$ cat src/rtl/rtcp_pkg.sv
package rtcp_pkg;
  localparam int IX_A = 10;
  localparam int IX_B = 11;
  localparam int IX_C = 12;
  localparam int IX_D = 13;
  localparam logic [7:0] A_RST = 8'h26;
  localparam logic [7:0] B_RST = 8'h02;
  localparam logic [7:0] D_VAL = 8'h80;
  localparam int EVT_W = 3;

  function automatic logic is_clock_byte(input int ix);
    return (ix == 0) || (ix == 2) || (ix == 4) || (ix == 6) ||
           (ix == 7) || (ix == 8) || (ix == 9);
  endfunction

  function automatic logic is_ctrl_byte(input int ix);
    return (ix >= IX_A) && (ix <= IX_D);
  endfunction
endpackage

$ cat src/rtl/rtcp_front.sv
module rtcp_front #(
  parameter int IDX_W  = 7,
  parameter int DATA_W = 8
) (
  input  logic              clk,
  input  logic              rst,
  input  logic              sel_i,
  input  logic              wr_i,
  input  logic              addr_i,
  input  logic [DATA_W-1:0] wdata_i,
  output logic              idx_wr_o,
  output logic              ptr_rd_o,
  output logic              data_wr_o,
  output logic              data_rd_o,
  output logic [IDX_W-1:0]  idx_o
);
  logic sel_q;
  logic acc;

  assign acc       = sel_i & ~sel_q;
  assign idx_wr_o  = acc & ~addr_i & wr_i;
  assign ptr_rd_o  = acc & ~addr_i & ~wr_i;
  assign data_wr_o = acc & addr_i & wr_i;
  assign data_rd_o = acc & addr_i & ~wr_i;

  always_ff @(posedge clk) begin
    if (rst) begin
      sel_q <= 1'b0;
      idx_o <= '0;
    end else begin
      sel_q <= sel_i;
      if (idx_wr_o) idx_o <= wdata_i[IDX_W-1:0];
    end
  end

  AST_ONE_ACCESS_PER_STROBE: assert property (@(posedge clk) disable iff (rst)
    acc |=> !acc);

  AST_INDEX_LOAD: assert property (@(posedge clk) disable iff (rst)
    idx_wr_o |=> idx_o == $past(wdata_i[IDX_W-1:0]));
endmodule

$ cat src/rtl/rtcp_store.sv
module rtcp_store #(
  parameter int IDX_W  = 7,
  parameter int DATA_W = 8
) (
  input  logic              clk,
  input  logic              we_i,
  input  logic [IDX_W-1:0]  waddr_i,
  input  logic [DATA_W-1:0] wdata_i,
  input  logic              re_i,
  input  logic [IDX_W-1:0]  raddr_i,
  output logic [DATA_W-1:0] rdata_o
);
  localparam int DEPTH = 1 << IDX_W;

  logic [DATA_W-1:0] mem [DEPTH];

  always_ff @(posedge clk) begin
    if (we_i) mem[waddr_i] <= wdata_i;
    if (re_i) rdata_o <= mem[raddr_i];
  end
endmodule

$ cat src/rtl/rtcp_ctrl.sv
module rtcp_ctrl
  import rtcp_pkg::*;
#(
  parameter int IDX_W  = 7,
  parameter int DATA_W = 8
) (
  input  logic              clk,
  input  logic              rst,
  input  logic              data_wr_i,
  input  logic              data_rd_i,
  input  logic [IDX_W-1:0]  idx_i,
  input  logic [DATA_W-1:0] wdata_i,
  input  logic              uip_set_i,
  input  logic              uip_clr_i,
  input  logic [EVT_W-1:0]  evt_i,
  output logic [DATA_W-1:0] ctrl_val_o,
  output logic              irq_o,
  output logic              reload_o
);
  localparam int TOP = DATA_W - 1;

  logic [DATA_W-1:0] a_q, b_q, c_q;
  logic wr_a, wr_b, wr_c, wr_d, rd_c, wr_clock;
  logic a_top_nx;
  logic [DATA_W-1:0] c_evt;

  assign wr_a     = data_wr_i && (int'(idx_i) == IX_A);
  assign wr_b     = data_wr_i && (int'(idx_i) == IX_B);
  assign wr_c     = data_wr_i && (int'(idx_i) == IX_C);
  assign wr_d     = data_wr_i && (int'(idx_i) == IX_D);
  assign rd_c     = data_rd_i && (int'(idx_i) == IX_C);
  assign wr_clock = data_wr_i && is_clock_byte(int'(idx_i));

  always_comb begin
    c_evt = '0;
    c_evt[TOP] = |evt_i;
    c_evt[TOP-1 -: EVT_W] = evt_i;
  end

  assign a_top_nx = (a_q[TOP] | (uip_set_i & ~b_q[TOP])) & ~uip_clr_i &
                    ~(wr_b & wdata_i[TOP]);

  always_comb begin
    case (int'(idx_i))
      IX_A:    ctrl_val_o = a_q;
      IX_B:    ctrl_val_o = b_q;
      IX_C:    ctrl_val_o = c_q;
      default: ctrl_val_o = D_VAL;
    endcase
  end

  always_ff @(posedge clk) begin
    if (rst) begin
      a_q      <= A_RST;
      b_q      <= B_RST;
      c_q      <= '0;
      reload_o <= 1'b0;
    end else begin
      a_q[TOP] <= a_top_nx;
      if (wr_a) a_q[TOP-1:0] <= wdata_i[TOP-1:0];
      if (wr_b) b_q <= wdata_i;
      c_q      <= (rd_c ? '0 : c_q) | c_evt;
      reload_o <= (wr_clock & ~b_q[TOP]) |
                  (wr_b & b_q[TOP] & ~wdata_i[TOP]);
    end
  end

  assign irq_o = c_q[TOP];

  AST_A_LOW_FROM_HOST: assert property (@(posedge clk) disable iff (rst)
    wr_a |=> a_q[TOP-1:0] == $past(wdata_i[TOP-1:0]));

  AST_B_SET_DROPS_UIP: assert property (@(posedge clk) disable iff (rst)
    (wr_b && wdata_i[TOP]) |=> !a_q[TOP]);

  AST_C_IGNORES_WRITE: assert property (@(posedge clk) disable iff (rst)
    ((wr_c || wr_d) && evt_i == '0) |=> $stable(c_q));

  AST_C_ZERO_AFTER_READ: assert property (@(posedge clk) disable iff (rst)
    (rd_c && evt_i == '0) |=> c_q == '0);

  AST_RELOAD_ON_RELEASE: assert property (@(posedge clk) disable iff (rst)
    (wr_b && b_q[TOP] && !wdata_i[TOP]) |=> reload_o);
endmodule

$ cat src/rtl/rtc_index_port.sv
module rtc_index_port
  import rtcp_pkg::*;
#(
  parameter int IDX_W  = 7,
  parameter int DATA_W = 8
) (
  input  logic              clk,
  input  logic              rst,
  input  logic              acc_sel_i,
  input  logic              acc_wr_i,
  input  logic              acc_addr_i,
  input  logic [DATA_W-1:0] acc_wdata_i,
  output logic [DATA_W-1:0] acc_rdata_o,
  input  logic              uip_set_i,
  input  logic              uip_clr_i,
  input  logic [2:0]        evt_i,
  output logic              irq_o,
  output logic              reload_o
);
  logic             idx_wr, ptr_rd, data_wr, data_rd;
  logic [IDX_W-1:0] idx;
  logic [DATA_W-1:0] ctrl_val, mem_rd;
  logic             hit_ctrl, use_reg_q;
  logic [DATA_W-1:0] reg_rd_q;

  rtcp_front #(.IDX_W(IDX_W), .DATA_W(DATA_W)) u_front (
    .clk(clk), .rst(rst), .sel_i(acc_sel_i), .wr_i(acc_wr_i),
    .addr_i(acc_addr_i), .wdata_i(acc_wdata_i), .idx_wr_o(idx_wr),
    .ptr_rd_o(ptr_rd), .data_wr_o(data_wr), .data_rd_o(data_rd),
    .idx_o(idx)
  );

  assign hit_ctrl = is_ctrl_byte(int'(idx));

  rtcp_ctrl #(.IDX_W(IDX_W), .DATA_W(DATA_W)) u_ctrl (
    .clk(clk), .rst(rst), .data_wr_i(data_wr), .data_rd_i(data_rd),
    .idx_i(idx), .wdata_i(acc_wdata_i), .uip_set_i(uip_set_i),
    .uip_clr_i(uip_clr_i), .evt_i(evt_i), .ctrl_val_o(ctrl_val),
    .irq_o(irq_o), .reload_o(reload_o)
  );

  rtcp_store #(.IDX_W(IDX_W), .DATA_W(DATA_W)) u_store (
    .clk(clk), .we_i(data_wr & ~hit_ctrl), .waddr_i(idx),
    .wdata_i(acc_wdata_i), .re_i(data_rd & ~hit_ctrl), .raddr_i(idx),
    .rdata_o(mem_rd)
  );

  always_ff @(posedge clk) begin
    if (rst) begin
      use_reg_q <= 1'b1;
      reg_rd_q  <= '0;
    end else if (ptr_rd) begin
      use_reg_q <= 1'b1;
      reg_rd_q  <= '0;
    end else if (data_rd) begin
      use_reg_q <= hit_ctrl;
      reg_rd_q  <= ctrl_val;
    end
  end

  assign acc_rdata_o = use_reg_q ? reg_rd_q : mem_rd;

  AST_POINTER_READ_ZERO: assert property (@(posedge clk) disable iff (rst)
    ptr_rd |=> acc_rdata_o == '0);
endmodule

$ cat config.mk
export PLATFORM = sky130hd
export DESIGN_NAME = rtc_index_port
export DESIGN_NICKNAME = d
export VERILOG_FILES = /design/src/rtl/rtcp_pkg.sv /design/src/rtl/rtcp_front.sv /design/src/rtl/rtcp_store.sv /design/src/rtl/rtcp_ctrl.sv /design/src/rtl/rtc_index_port.sv
export SDC_FILE = /design/constraint.sdc
export NUM_CORES = 1
export LEC_CHECK = 0
export BUFFER_PORTS_ARGS = -buffer_cell sky130_fd_sc_hd__buf_4
export CAP_MARGIN = 5
export CORE_MARGIN = 5
export CORE_UTILIZATION = 62
export CTS_BUF_LIST = sky130_fd_sc_hd__clkbuf_8
export DETAILED_ROUTE_END_ITERATION = 6
export PLACE_DENSITY = 0.86
export SYNTH_ARGS = -nofsm -noshare
export SYNTH_HDL_FRONTEND = slang
export SYNTH_SLANG_ARGS = --single-unit
$ cat constraint.sdc
create_clock -name clk -period 8 [get_ports clk]
set_clock_uncertainty 0.15 [all_clocks]
set_input_delay 2.4 -clock clk [delete_from_list [all_inputs] [get_ports clk]]
set_output_delay 2.4 -clock clk [all_outputs]
set_load 0.03 [all_outputs]
After elaboration in Yosys (flattened, before gate mapping)
Memory sizes are Yosys's and may differ from the RTL's. A register that Yosys moved wholly into a read port is not among the register bits.
Cells that the tools add are included.
- magnitude comparators: 2
- equality and inequality tests: 12
- mux-type cells: 5
- bitwise gates (word level): 27
- reductions and logical operators: 14
- operators by type and width (operator ; number):
    $eq A7 B4 Y1 const B ; 6
    $eq A7 B5 Y1 const B ; 5
    $pmux W8 S3 ; 1
    $and A1 B1 Y1 ; 16
    $mux W8 ; 2
    $not A1 Y1 ; 8
    $or A8 B8 Y8 ; 1
    $eq A7 B3 Y1 const B ; 1
    $ge A7 B4 Y1 const B ; 1
    $le A7 B4 Y1 const B ; 1
    $logic_not A7 Y1 ; 1
    $logic_or A1 B1 Y1 ; 6
    $logic_and A1 B1 Y1 ; 5
    $reduce_or A3 Y1 ; 1
    $mux W1 ; 2
    $or A1 B1 Y1 ; 2
    $reduce_or A2 Y1 ; 1
- bits in registers: 42
- bits in writable memories: 1024
- input bits: 18
- output and inout bits: 10
- logic and storage cells: 70
- memories kept: 1
- memory list (memory ; words ; width ; rd ports ; clocked after Yosys merged registers in ; write ports ; line ; RTL):
    u_store.mem ; 128 ; 8 ; 1 ; 1 ; 1 ; rtcp_store.sv:15 ; logic [DATA_W-1:0] mem [DEPTH];

Longest topological paths before layout
- depth in word-level cells: 10
- gate-level depth with buffers: 11
- depth with buffers taken out: 6

By module
A second synthesis with hierarchy kept.
- cell total of the unflattened synthesis: 1837
- area, all modules: 41716.3 µm²
- by module, submodules not included (module ; times used ; cells each ; area each (µm²) ; seq. area each (µm²)):
    rtcp_store ; 1 ; 1635 ; 39745.6 ; 30989.7
    rtcp_ctrl ; 1 ; 123 ; 1123.6 ; 420.4
    rtc_index_port ; 1 ; 43 ; 462.9 ; 180.2
    rtcp_front ; 1 ; 36 ; 384.1 ; 160.2

Worst setup path after synthesis
OpenSTA, ideal clock, no wires.
- path kind: input port to flip-flop
- from: input acc_sel_i
- to: memory u_store.mem[88][0] (enable)
- library setup time: 370 ps
- data arrival time: 3857 ps
- data required time: 7480 ps
- setup slack: 3622 ps
- stages: 5
- path buffers: 0
- path through: nor2b_1 nand3_1 nor3b_1 nand3_1 nor2_1
- word-level cells in the longest chain between the ends: 6
- RTL lines (what ; line ; RTL):
    from (decl) ; rtc_index_port.sv:9 ; input logic acc_sel_i,
    $and A1 B1 Y1 ; rtcp_front.sv:20 ; assign acc = sel_i & ~sel_q;
    $and A1 B1 Y1 (2 in series) ; rtcp_front.sv:23 ; assign data_wr_o = acc & addr_i & wr_i;
    $and A1 B1 Y1 ; rtc_index_port.sv:43 ; .clk(clk), .we_i(data_wr & ~hit_ctrl), .waddr_i(idx),
    $mux W1 ; rtcp_store.sv:18 ; if (we_i) mem[waddr_i] <= wdata_i;
    $mux W1 (not written as such) ; rtcp_store.sv:18 ;
    to (decl) ; rtcp_store.sv:15 ;
Every way passes these cells.

Final worst setup path
- from: input acc_sel_i
- to: memory u_store.mem[78][7] (enable)
Same word-level chain as after synthesis.

==> out/qor.csv <==
metric,value,unit
Mapped Cells,2135,
htree depth,4,
"Distinct cells, synth",58,
fin. max-slew vios,0,
Cell Int Power,8450,uW
worst slew pin tran,1.29,ns
synth top area cells,"edfxtp_1 (74%), mux4_2 (9.9%), mux2i_1 (4.4%)",
post-layout power,10800,uW
fin crit period,5.19,ns
Area Growth Syn to Fin,9.50,%
CTS Hold Buffers Added,0,
clock root cell,clkbuf_8,
"worst slack, placed",2.18,ns
DRT Pass-1 Iters,7,
Post-CTS Resized,0,
Comb pwr share,0.034,
grt ovf,0,
Worst Hold Launch,u_ctrl.a_q[6]$_SDFFE_PP0P_,
Leak,0.0140,uW
Filler Cells Inserted,3844,
clk_lat worst skew,0.83,ns
Pwr Density,236,mW/mm^2
Worst-path clk slew,0.06,ns
row count,95,
via count,22500,
status,"finished, violations left",
CTS tree,yes,
period utilization,0.648,
Yosys top cell area share,0.739,
CP arrival,5.48,ns
max_slew headroom,0.135,
most common cell in the synthesized netlist,edfxtp_1,
slowest CP cell,nor3b_1,
FMAX,193,MHz
# Max-Cap Violations,0,
critical path class,in -> reg,
clock sinks,1070,
maximum VDD drop,108,uV
Net Sw Frac,0.219,
"Seq/Total Area, Yosys",0.757,
Final Hold Fails,0,
Tot GR Track Use,0.276,
DR DRC count,5,
hold_ws,0.308,ns
final WL,101000,microns
vias per cell,6.89,
Reg power frac,0.571,
chip width,270,microns
Clock Power Share,0.395,
post-DP HPWL,57800,microns
total CTS buffers,159,
Reg2Reg Setup Slack,3.62,ns
Critical Path Sink Type,register,
violated checks,design-rule violations,
Post-synth ARST share,0,
Startpoint Class,primary input,
layout cells sized above 1,0.209,
Post-synth EDFFs,1032,
CP max FO,9,
RR Startpoint,u_front.idx_o[1]$_SDFFE_PP0P_,
Worst Hold Path Cells,2,
CP Data Required Time,8.29,ns
Die ar.,0.0729,sq mm
synthesized area per cell,19.6,sq um
routability cong.,0.938,
initial antenna violation count,5,
vias in the first global route,22100,
PnR worst setup slack,2.82,ns
Post CTS Setup Buffer Count,0,
global-route wire length before repair,147000,microns
Yosys reg bits,1070,
die height,270,microns
Hold WC Path Type,reg -> reg,
RSZ-0062 raised after global routing,false,
Wirelength per Cell,31.1,microns
capturing point of the worst reg2reg path,u_store.rdata_o[6]$_DFFE_PP_,
synthesized area,0.0419,sq mm
initial core utilization,0.624,
top post-synthesis cells by count,"edfxtp_1 (1032), mux2i_1 (186), mux4_2 (184), nor2_1 (179), nand2_1 (49)",
deepest clock path buffer count,3,
I/O pins,28,
Worst path max stage delay,0.97,ns
DRT iter0 DRCs,3290,
Sw Pwr,2370,uW
Hold EP,u_ctrl.a_q[6]$_SDFFE_PP0P_,
setup tns final,0,ns
Syn. warnings,0,
# setup viols final,0,
largest net degree at the start of global routing,122,
Synth Flop Type,edfxtp_1,
nets,2276,
Synth area leader,edfxtp_1,
CP cell instances,buf_4 -> nor2b_1 -> nand3_1 -> nor3b_1 -> nand2_1 -> nor2_1,
IO Port Bufs,27,
antenna-violating nets left,0,
Core ar.,0.0672,sq mm
reg2reg path depth,7,
[power by group through the flow]
stage | Clock [uW] | Combinational [uW] | Sequential, uW
6_report | 4280 | 367 | 6180
5_1_grt | 4580 | 380 | 6180
4_1_cts | 4300 | 358 | 6180
3_5_place_dp | 0 | 356 | 6300
3_3_place_gp | 0 | 347 | 6300
2_1_floorplan | 0 | 180 | 6280
[final cells by class]
type                       instances  area [sq um]  area share
sequential                      1070         31800       0.692
multi-input combinational        966          9520       0.207
clock buffer                     168          2310      0.0504
tap                              873          1090      0.0238
clock inverter                   120           742      0.0162
timing repair buffer              57           465      0.0101
inverter                           4          15.0    0.000327
antenna                            2          5.00    0.000109
[per-layer routing]
metal / part of all wire / vias up / GRT usage
met2: 0.47 / 1976 / 0.424
met1: 0.35 / 11200 / 0.381
met5: 0.00034 / - / 0
li1: - / 8960 / -
met3: 0.13 / 343 / 0.0752
met4: 0.044 / 4 / 0.118
[flip-flops by register name, summed over array words and instances, names as in the netlist, 4 cells and up]
name and cells:
u_store.mem 1024, reg_rd_q 8, u_ctrl.a_q 8, u_ctrl.b_q 8, u_store.rdata_o 8, u_front.idx_o 7, u_ctrl.c_q 4
[stage by stage]
stage | utilization | instances | cell area [sq um]
5_1_grt | 0.684 | 3259 | 45900
2_1_floorplan | - | 2166 | 42000
3_3_place_gp | 0.638 | 2970 | 42900
4_1_cts | 0.684 | 3258 | 45900
3_5_place_dp | 0.638 | 2970 | 42900
6_report | 0.684 | 3260 | 45900
[how the worst max path moves through the flow]
stage                   start                      endpoint  slack (ns)  cells past startpoint
floorplan           acc_sel_i  u_store.mem[88][0]$_DFFE_PP_        3.62                      5
global placement    acc_sel_i  u_store.mem[94][1]$_DFFE_PP_        2.26                      6
detailed placement  acc_sel_i  u_store.mem[81][2]$_DFFE_PP_        2.18                      6
CTS                 acc_sel_i  u_store.mem[91][7]$_DFFE_PP_        3.10                      6
global route        acc_sel_i  u_store.mem[92][6]$_DFFE_PP_        2.84                      6
finish              acc_sel_i  u_store.mem[78][7]$_DFFE_PP_        2.82                      6
[layout by cell type (no fill, tap or decap), types with 3 or more instances in the layout]
master and n:
mux2i_1 186, clkbuf_8 168, a211o_1 7, clkinv_2 21
bufinv_16 7, buf_12 3, nor2b_1 8, o22ai_1 8
clkinv_1 41, inv_6 5, nand3_1 31, dfxtp_4 4
o221ai_1 33, nand2_1 48, and2_1 4, a2111oi_0 5
buf_4 54, nand3b_1 5, nand2b_2 3, a22o_1 4
nand2b_1 10, a31oi_1 10, mux2_2 25, nor3_1 12
a22oi_1 20, mux4_2 184, mux4_1 8, dfxtp_1 33
a21oi_1 48, inv_1 40, nor2_1 179, a2bb2oi_1 7
edfxtp_1 1032, o21ai_0 37, o22a_1 3, a211oi_1 5
clkinvlp_4 7, conb_1 32, a221oi_1 12
[critical path: cells and delay by family]
family                 cells  cell delay [ns]
buffers and inverters      1             0.08
AND/OR/NAND/NOR            5             3.00
[kinds of logic after synthesis]
group,count (synthesis),share of synthesized area
xor+xnor,1,0.000209
buf+inv,130,0.0189
simple gates,322,0.0341
mux,403,0.155
other cells,1,0.0000894
compound gates,208,0.0345
flops,1070,0.757
No activity file was read; power rests on OpenSTA's default activity.
